File: src/rtl/ring_idx_pkg.sv
package ring_idx_pkg;
  localparam logic [7:0] A_SRC_BASE = 8'h00;
  localparam logic [7:0] A_SRC_SIZE = 8'h04;
  localparam logic [7:0] A_DST_BASE = 8'h08;
  localparam logic [7:0] A_DST_SIZE = 8'h0C;
  localparam logic [7:0] A_CTRL     = 8'h10;
  localparam logic [7:0] A_CMD      = 8'h18;
  localparam logic [7:0] A_HOST_EN  = 8'h2C;
  localparam logic [7:0] A_HOST_ST  = 8'h30;
  localparam logic [7:0] A_ERR_EN   = 8'h34;
  localparam logic [7:0] A_ERR_ST   = 8'h38;
  localparam logic [7:0] A_SRC_WR   = 8'h3C;
  localparam logic [7:0] A_DST_WR   = 8'h40;
  localparam logic [7:0] A_SRC_RD   = 8'h44;
  localparam logic [7:0] A_DST_RD   = 8'h48;
  localparam logic [7:0] A_SRC_WM   = 8'h4C;
  localparam logic [7:0] A_DST_WM   = 8'h50;

  localparam int HOST_W   = 5;
  localparam int ERR_LSB  = 5;
  localparam int ERR_W    = 6;
  localparam int CTRL_W   = 19;
  localparam logic [CTRL_W-1:0] CTRL_RST = 19'h00080;
  localparam int CMD_HALT_BIT = 0;
  localparam int CMD_STS_BIT  = 3;
  localparam int NRING = 2;
endpackage

File: src/rtl/ring_evt_w1c.sv
module ring_evt_w1c #(
  parameter int W = 5
) (
  input  logic         clk,
  input  logic         rst,
  input  logic [W-1:0] set_i,
  input  logic         we_i,
  input  logic [W-1:0] clr_i,
  output logic [W-1:0] stat_o
);
  logic [W-1:0] stat_q;
  logic [W-1:0] clr_eff;

  assign clr_eff = we_i ? clr_i : '0;

  always_ff @(posedge clk) begin
    if (rst) stat_q <= '0;
    else     stat_q <= (stat_q & ~clr_eff) | set_i;
  end

  assign stat_o = stat_q;


  w1c_clear_chk: assert property (@(posedge clk) disable iff (rst)
    ((clr_eff & ~set_i) != '0) |=> ((stat_q & $past(clr_eff & ~set_i)) == '0));
endmodule

File: src/rtl/ring_track.sv
module ring_track #(
  parameter int IDX_W = 16
) (
  input  logic             clk,
  input  logic             rst,
  input  logic [31:0]      wdata,
  input  logic             we_base,
  input  logic             we_size,
  input  logic             we_wr,
  input  logic             we_wm,
  input  logic             done_i,
  input  logic             hold_i,
  output logic [31:0]      base_o,
  output logic [IDX_W:0]   size_o,
  output logic [IDX_W-1:0] wr_o,
  output logic [IDX_W-1:0] rd_o,
  output logic [31:0]      wm_o,
  output logic             accept_o,
  output logic             ovf_o,
  output logic             hi_set_o,
  output logic             lo_set_o
);
  logic [31:3]      base_q;
  logic [IDX_W:0]   size_q;
  logic [IDX_W-1:0] wr_q, rd_q, mask, occ, new_wr;
  logic [15:0]      lo_q, hi_q;
  logic             hi_c, lo_c, hi_d, lo_d, full, reject;

  assign mask   = size_q[IDX_W-1:0] - IDX_W'(1);
  assign occ    = (wr_q - rd_q) & mask;
  assign full   = (occ == mask);
  assign new_wr = wdata[IDX_W-1:0] & mask;
  assign reject = we_wr && (new_wr != wr_q) && (full || (new_wr == rd_q));
  assign accept_o = done_i && !hold_i && (occ != '0);
  assign hi_c = 32'(occ) > 32'(hi_q);
  assign lo_c = 32'(occ) < 32'(lo_q);

  always_ff @(posedge clk) begin
    if (rst) begin
      base_q <= '0;
      size_q <= '0;
      wr_q   <= '0;
      rd_q   <= '0;
      lo_q   <= '0;
      hi_q   <= '0;
      hi_d   <= 1'b0;
      lo_d   <= 1'b0;
    end else begin
      if (we_base) base_q <= wdata[31:3];
      if (we_size) size_q <= wdata[IDX_W:0];
      if (we_wr && !reject) wr_q <= new_wr;
      if (accept_o) rd_q <= (rd_q + IDX_W'(1)) & mask;
      if (we_wm) {lo_q, hi_q} <= wdata;
      hi_d <= hi_c;
      lo_d <= lo_c;
    end
  end

  assign base_o   = {base_q, 3'b000};
  assign size_o   = size_q;
  assign wr_o     = wr_q;
  assign rd_o     = rd_q;
  assign wm_o     = {lo_q, hi_q};
  assign ovf_o    = reject;
  assign hi_set_o = hi_c & ~hi_d;
  assign lo_set_o = lo_c & ~lo_d;


  rejected_write_chk: assert property (@(posedge clk) disable iff (rst)
    reject |=> (wr_q == $past(wr_q)));

  halt_freeze_chk: assert property (@(posedge clk) disable iff (rst)
    hold_i |=> (rd_q == $past(rd_q)));

  empty_no_adv_chk: assert property (@(posedge clk) disable iff (rst)
    (occ == '0 && !we_size) |=> (rd_q == $past(rd_q)));
endmodule

File: src/rtl/ring_idx_ctrl.sv
module ring_idx_ctrl #(
  parameter int IDX_W = 16
) (
  input  logic        clk,
  input  logic        rst,
  input  logic        reg_wr,
  input  logic [7:0]  reg_addr,
  input  logic [31:0] reg_wdata,
  output logic [31:0] reg_rdata,
  input  logic        src_done,
  input  logic        dst_done,
  input  logic        xfer_active,
  output logic        irq
);
  import ring_idx_pkg::*;

  logic [31:0]      base_a [NRING];
  logic [IDX_W:0]   size_a [NRING];
  logic [IDX_W-1:0] wr_a   [NRING];
  logic [IDX_W-1:0] rd_a   [NRING];
  logic [31:0]      wm_a   [NRING];
  logic [NRING-1:0] acc_v, ovf_v, hi_v, lo_v, done_v;

  logic [CTRL_W-1:0] ctrl_q;
  logic [HOST_W-1:0] host_ie_q, host_st;
  logic [ERR_W-1:0]  err_ie_q, err_st;
  logic              halt_req_q, halt_sts_q, irq_q;
  logic [31:0]       rd_mux;

  assign done_v = {dst_done, src_done};

  for (genvar g = 0; g < NRING; g++) begin : g_ring
    localparam logic [7:0] AB = (g == 0) ? A_SRC_BASE : A_DST_BASE;
    localparam logic [7:0] AS = (g == 0) ? A_SRC_SIZE : A_DST_SIZE;
    localparam logic [7:0] AW = (g == 0) ? A_SRC_WR   : A_DST_WR;
    localparam logic [7:0] AM = (g == 0) ? A_SRC_WM   : A_DST_WM;
    ring_track #(.IDX_W(IDX_W)) i_track (
      .clk      (clk),
      .rst      (rst),
      .wdata    (reg_wdata),
      .we_base  (reg_wr && reg_addr == AB),
      .we_size  (reg_wr && reg_addr == AS),
      .we_wr    (reg_wr && reg_addr == AW),
      .we_wm    (reg_wr && reg_addr == AM),
      .done_i   (done_v[g]),
      .hold_i   (halt_req_q),
      .base_o   (base_a[g]),
      .size_o   (size_a[g]),
      .wr_o     (wr_a[g]),
      .rd_o     (rd_a[g]),
      .wm_o     (wm_a[g]),
      .accept_o (acc_v[g]),
      .ovf_o    (ovf_v[g]),
      .hi_set_o (hi_v[g]),
      .lo_set_o (lo_v[g])
    );
  end

  ring_evt_w1c #(.W(HOST_W)) i_host_st (
    .clk    (clk),
    .rst    (rst),
    .set_i  ({lo_v[1], hi_v[1], lo_v[0], hi_v[0], |acc_v}),
    .we_i   (reg_wr && reg_addr == A_HOST_ST),
    .clr_i  (reg_wdata[HOST_W-1:0]),
    .stat_o (host_st)
  );

  ring_evt_w1c #(.W(ERR_W)) i_err_st (
    .clk    (clk),
    .rst    (rst),
    .set_i  ({4'b0000, ovf_v[1], ovf_v[0]}),
    .we_i   (reg_wr && reg_addr == A_ERR_ST),
    .clr_i  (reg_wdata[ERR_LSB+ERR_W-1:ERR_LSB]),
    .stat_o (err_st)
  );

  always_ff @(posedge clk) begin
    if (rst) begin
      ctrl_q     <= CTRL_RST;
      host_ie_q  <= '0;
      err_ie_q   <= '0;
      halt_req_q <= 1'b0;
      halt_sts_q <= 1'b0;
      irq_q      <= 1'b0;
    end else begin
      if (reg_wr && reg_addr == A_CTRL)    ctrl_q     <= reg_wdata[CTRL_W-1:0];
      if (reg_wr && reg_addr == A_HOST_EN) host_ie_q  <= reg_wdata[HOST_W-1:0];
      if (reg_wr && reg_addr == A_ERR_EN)  err_ie_q   <= reg_wdata[ERR_LSB+ERR_W-1:ERR_LSB];
      if (reg_wr && reg_addr == A_CMD)     halt_req_q <= reg_wdata[CMD_HALT_BIT];
      halt_sts_q <= halt_req_q & ~xfer_active;
      irq_q      <= |(host_st & host_ie_q) | |(err_st & err_ie_q);
    end
  end

  always_comb begin
    rd_mux = '0;
    case (reg_addr)
      A_SRC_BASE: rd_mux = base_a[0];
      A_DST_BASE: rd_mux = base_a[1];
      A_SRC_SIZE: rd_mux = 32'(size_a[0]);
      A_DST_SIZE: rd_mux = 32'(size_a[1]);
      A_CTRL:     rd_mux = 32'(ctrl_q);
      A_CMD: begin
        rd_mux[CMD_HALT_BIT] = halt_req_q;
        rd_mux[CMD_STS_BIT]  = halt_sts_q;
      end
      A_HOST_EN:  rd_mux = 32'(host_ie_q);
      A_HOST_ST:  rd_mux = 32'(host_st);
      A_ERR_EN:   rd_mux = 32'(err_ie_q) << ERR_LSB;
      A_ERR_ST:   rd_mux = 32'(err_st) << ERR_LSB;
      A_SRC_WR:   rd_mux = 32'(wr_a[0]);
      A_DST_WR:   rd_mux = 32'(wr_a[1]);
      A_SRC_RD:   rd_mux = 32'(rd_a[0]);
      A_DST_RD:   rd_mux = 32'(rd_a[1]);
      A_SRC_WM:   rd_mux = wm_a[0];
      A_DST_WM:   rd_mux = wm_a[1];
      default:    rd_mux = '0;
    endcase
  end

  always_ff @(posedge clk) begin
    if (rst) reg_rdata <= '0;
    else     reg_rdata <= rd_mux;
  end

  assign irq = irq_q;


  halt_sts_needs_req_chk: assert property (@(posedge clk) disable iff (rst)
    !halt_req_q |=> !halt_sts_q);

  irq_masked_chk: assert property (@(posedge clk) disable iff (rst)
    (host_ie_q == '0 && err_ie_q == '0) |=> !irq);
endmodule

File: config.mk
export PLATFORM = sky130hd
export DESIGN_NAME = ring_idx_ctrl
export DESIGN_NICKNAME = d
export VERILOG_FILES = /design/src/rtl/ring_idx_pkg.sv /design/src/rtl/ring_evt_w1c.sv /design/src/rtl/ring_track.sv /design/src/rtl/ring_idx_ctrl.sv
export SDC_FILE = /design/constraint.sdc
export NUM_CORES = 1
export LEC_CHECK = 0
export BUFFER_PORTS_ARGS = -buffer_cell sky130_fd_sc_hd__buf_2
export CAP_MARGIN = 20
export CORE_UTILIZATION = 57
export DETAILED_ROUTE_END_ITERATION = 12
export PLACE_DENSITY = 0.77
export SLEW_MARGIN = 20
export SYNTH_ARGS = -nofsm -noshare
export SYNTH_HDL_FRONTEND = slang
export SYNTH_HIERARCHICAL = 1
export SYNTH_SLANG_ARGS = --single-unit
File: constraint.sdc
create_clock -name clk -period 3.9 [get_ports clk]
set_input_delay 0.195 -clock clk [delete_from_list [all_inputs] [get_ports clk]]
set_output_delay 0.195 -clock clk [all_outputs]
set_load 0.05 [all_outputs]
==> out/results.tsv <==
stage	metric	value	unit
run_status	run status	finished, violations left	
run_status	failing checks	negative setup slack	
placement	Port Buffers	78	
detailed_routing	DRT iter0 DRCs	2461	
layout	final-layout fill cell count	2635	
yosys	Synth warnings	6	
timing	Slew Limit Fails	0	
layout	P&R area growth vs syn	24.61	%
clocking	Clock Tree Buf Depth	3	
placement	HPWL Detailed	58.20	mm
grt	initial antenna violation count	3	
worst_setup_path	top cell family by delay on the critical path	compound AO/OA/AOI/OAI gates	
timing	Final setup viols	2	
timing	relative max-transition margin	25.61	%
yosys	most common cell in the synthesized netlist	dfxtp_1	
detailed_routing	antenna viol nets, final	0	
pwr	Design Power	7.844	mW
worst_setup_path	Critical-path top delay cell	or4_4	
floorplan	# rows	67	
floorplan	die area	34880	um^2
layout	fin area	24250	um^2
worst_setup_path	critical path data arrival time	4.41	ns
yosys	asr flop ratio synth	0	%
worst_setup_path	critical setup path kind	reg2reg	
timing	final worst path period share	102.0	%
clocking	Root Buffer	clkbuf_16	
floorplan	die height	186.8	um
grt	GR Overflow Total	0	
timing	worst setup margin	-0.07654	ns
worst_setup_path	Critical Path Start Type	register	
layout	nets@finish	2776	
flow_run	max_cap viols	0	
timing	unrepaired setup endpoints after global routing	true	
yosys	number of flops mapped to enable cells by yosys	0	
detailed_routing	DR vias	20370	
pwr	maximum vdd drop	334.4	uV
timing	hold_ws	0.02691	ns
grt	first-pass GRT wire length	116.0	mm
hold_path	Hold Path Class	in2reg	
worst_setup_path	crit path capture type	register	
timing	Sum Neg Setup Slack	-0.08614	ns
detailed_routing	Via density	6.560	
worst_setup_path	critical path required time	4.34	ns
worst_setup_path	CP max stage delay	0.53	ns
yosys	top cells by count, synth	dfxtp_1 (300), nor2_1 (282), mux2i_1 (177), a21oi_1 (152), nand2_1 (148)	
yosys	area share of the largest cell type after synthesis	30.86	%
timing	max frequency	0.2515	GHz
clocking	worst skew pair latency	0.53	ns
floorplan	initial core utilization	58.03	%
yosys	Yosys reg bits	300	
floorplan	I/O Pins	79	
layout	ant diodes	0	
worst_setup_path	Crit path top cell by count	or4_4	
timing	Setup Skew	0.01551	ns
grt	Total GRT Usage	43.33	%
yosys	Post-synth top flop	dfxtp_1	
timing	post-layout min period	3.977	ns
worst_setup_path	Buf/Inv on CP	1	
placement	Routability Congestion	1.035	
clocking	CTS tree	yes	
grt	vias in the first global route	19470	
worst_setup_path	cell-by-cell trace of the critical path	or4_4 -> or4_4 -> a221oi_2 -> o311a_4 -> ha_4 -> and4_1 -> a21oi_1 -> nand2_1 -> a21oi_2 -> maj3_2 -> o21bai_4 -> a2111oi_4 -> o21ba_2 -> nor2b_4 -> inv_1 -> a311oi_1	
detailed_routing	DRC viols	0	
detailed_routing	Routed wire per std cell	25.23	um
yosys	Gate Count Post-Synth	2315	
layout	share of cells above drive strength 1	25.14	%
timing	worst slew pin tran	1.112	ns
yosys	syn_area_per_cell	8.406	um^2
detailed_routing	routed wire length	78.34	mm
yosys	sequential area share after synthesis	30.86	%
pwr	Leakage	9.430	nW
floorplan	CORE AREA	33530	um^2
clocking	H-tree depth	2	
floorplan	DIE WIDTH	186.8	um
yosys	cell taking the most area after synthesis	dfxtp_1	
pwr	Pwr per Cell Area	323.5	nW/um^2
timing	final hold viol count	0	
placement	Placed Cells	3007	
placement	Post-DP Area	22030	um^2
worst_setup_path	CP Max Fanout	2	
yosys	synth top area cells	dfxtp_1 (31%), mux2i_1 (9.1%), ha_1 (5.9%)	
grt	largest net degree at the start of global routing	156	
layout	Post-Layout Cell Count	3105	
detailed_routing	drt first pass iters	8	
yosys	Mapped Area	19460	um^2
yosys	Netlist cell types	111	
clocking	Sinks on Clock Net	300	
clocking	CTS Buf Count	35	
clocking	clock-pin slew on the worst setup and hold paths	0.07	ns
[placed cells by master, fill, tap and decap left out, types with 47 or more instances in the layout]
cell,synthesis,final
nand3_1,49,47
o21ai_1,45,50
dfxtp_1,300,292
nand2_1,148,144
inv_1,122,116
nor2_1,282,272
mux2i_1,177,176
xnor2_1,63,58
o21ai_0,66,58
a21oi_1,152,137
ha_1,92,78
buf_2,40,77
buf_4,13,310
[state kept, by name, summed over array words and instances, names as in the netlist, 2 cells and up]
register,cells
ctrl_q,19
g_ring.i_track/base_q,58
g_ring.i_track/lo_q,32
i_host_st/stat_o,5
g_ring.i_track/rd_o,32
reg_rdata,32
g_ring.i_track/hi_d,2
host_ie_q,5
g_ring.i_track/hi_q,32
i_err_st/stat_o,6
g_ring.i_track/wr_o,32
g_ring.i_track/lo_d,2
err_ie_q,6
g_ring.i_track/size_o,34
[path summary, 6_finish.rpt]
path	startpoint	to	slack [ns]	depth (start not counted)
setup / recovery	g_ring[0].i_track/size_o[5]	i_host_st/stat_o[2]	-0.08	16
hold / removal	reg_wdata[6]	ctrl_q[6]	0.03	3
setup reg to reg	g_ring[0].i_track/size_o[5]	i_host_st/stat_o[2]	-0.08	16
hold reg to reg	ctrl_q[8]	ctrl_q[8]	0.46	2
[cells by family after synthesis]
logic type	share of synthesized area, %
AOI/OAI and AO/OA	19.44
xor gates and xnor gates	4.674
adders and majority gates	6.275
buffers and inverters	6.166
DFF	30.86
muxes	10.69
other	0.05786
and+or+nand+nor	21.84
[area by class of cell]
| cell class | count | area (um^2) | area share, % |
|---|---|---|---|
| Clock buffer | 42 | 932.1 | 3.844 |
| Clock inverter | 16 | 200.2 | 0.8256 |
| Inverter | 123 | 461.7 | 1.904 |
| Multi-Input combinational cell | 1761 | 13030 | 53.74 |
| Sequential cell | 300 | 6018 | 24.82 |
| Tap cell | 448 | 560.5 | 2.312 |
| Timing Repair Buffer | 415 | 3044 | 12.55 |
[report_power, final]
group | internal, mW | total, mW | leakage, nW | switching, mW
Combinational | 0.596 | 1.36 | 6.45 | 0.763
Sequential | 3.09 | 3.13 | 2.42 | 0.0401
Clock | 1.97 | 3.35 | 0.556 | 1.38
[repair_timing]
item,4_1_cts,5_1_grt
pin swaps,34,57
hold endpoints to repair,49,0
buffers inserted,10,14
endpoints found under the setup margin,19,46
resized for setup,66,100
hold buffers,17,0
[per-stage QoR]
| stage | utilization (%) | worst slack (ns) |
|---|---|---|
| final | 72.31 | -0.07654 |
| after floorplan | - | -0.06071 |
| after detailed placement | 65.69 | -0.4828 |
| after global routing | 72.31 | -0.1549 |
| after CTS | 70.67 | -0.04864 |
| after global placement | 65.69 | -0.3446 |
[worst register-to-register path, stage by stage, from the launching register on]
cell       delay [ns]
dfxtp_2          0.32
or4_4            0.53
or4_4            0.53
a221oi_2         0.27
o311a_4          0.27
ha_4             0.20
and4_1           0.20
a21oi_1          0.14
nand2_1          0.07
a21oi_2          0.11
maj3_2           0.23
o21bai_4         0.07
a2111oi_4        0.29
o21ba_2          0.20
nor2b_4          0.14
inv_1            0.04
a311oi_1         0.26
[metal layers]
metal	wire, um	vias up	global-route usage [%]
met3	8704	330	10.16
li1	-	9036	-
met5	31	-	0
met4	5971	4	29.13
met1	28710	9693	52.29
met2	34920	1305	68.77
Note: power is estimated with default switching activity, not from simulation.
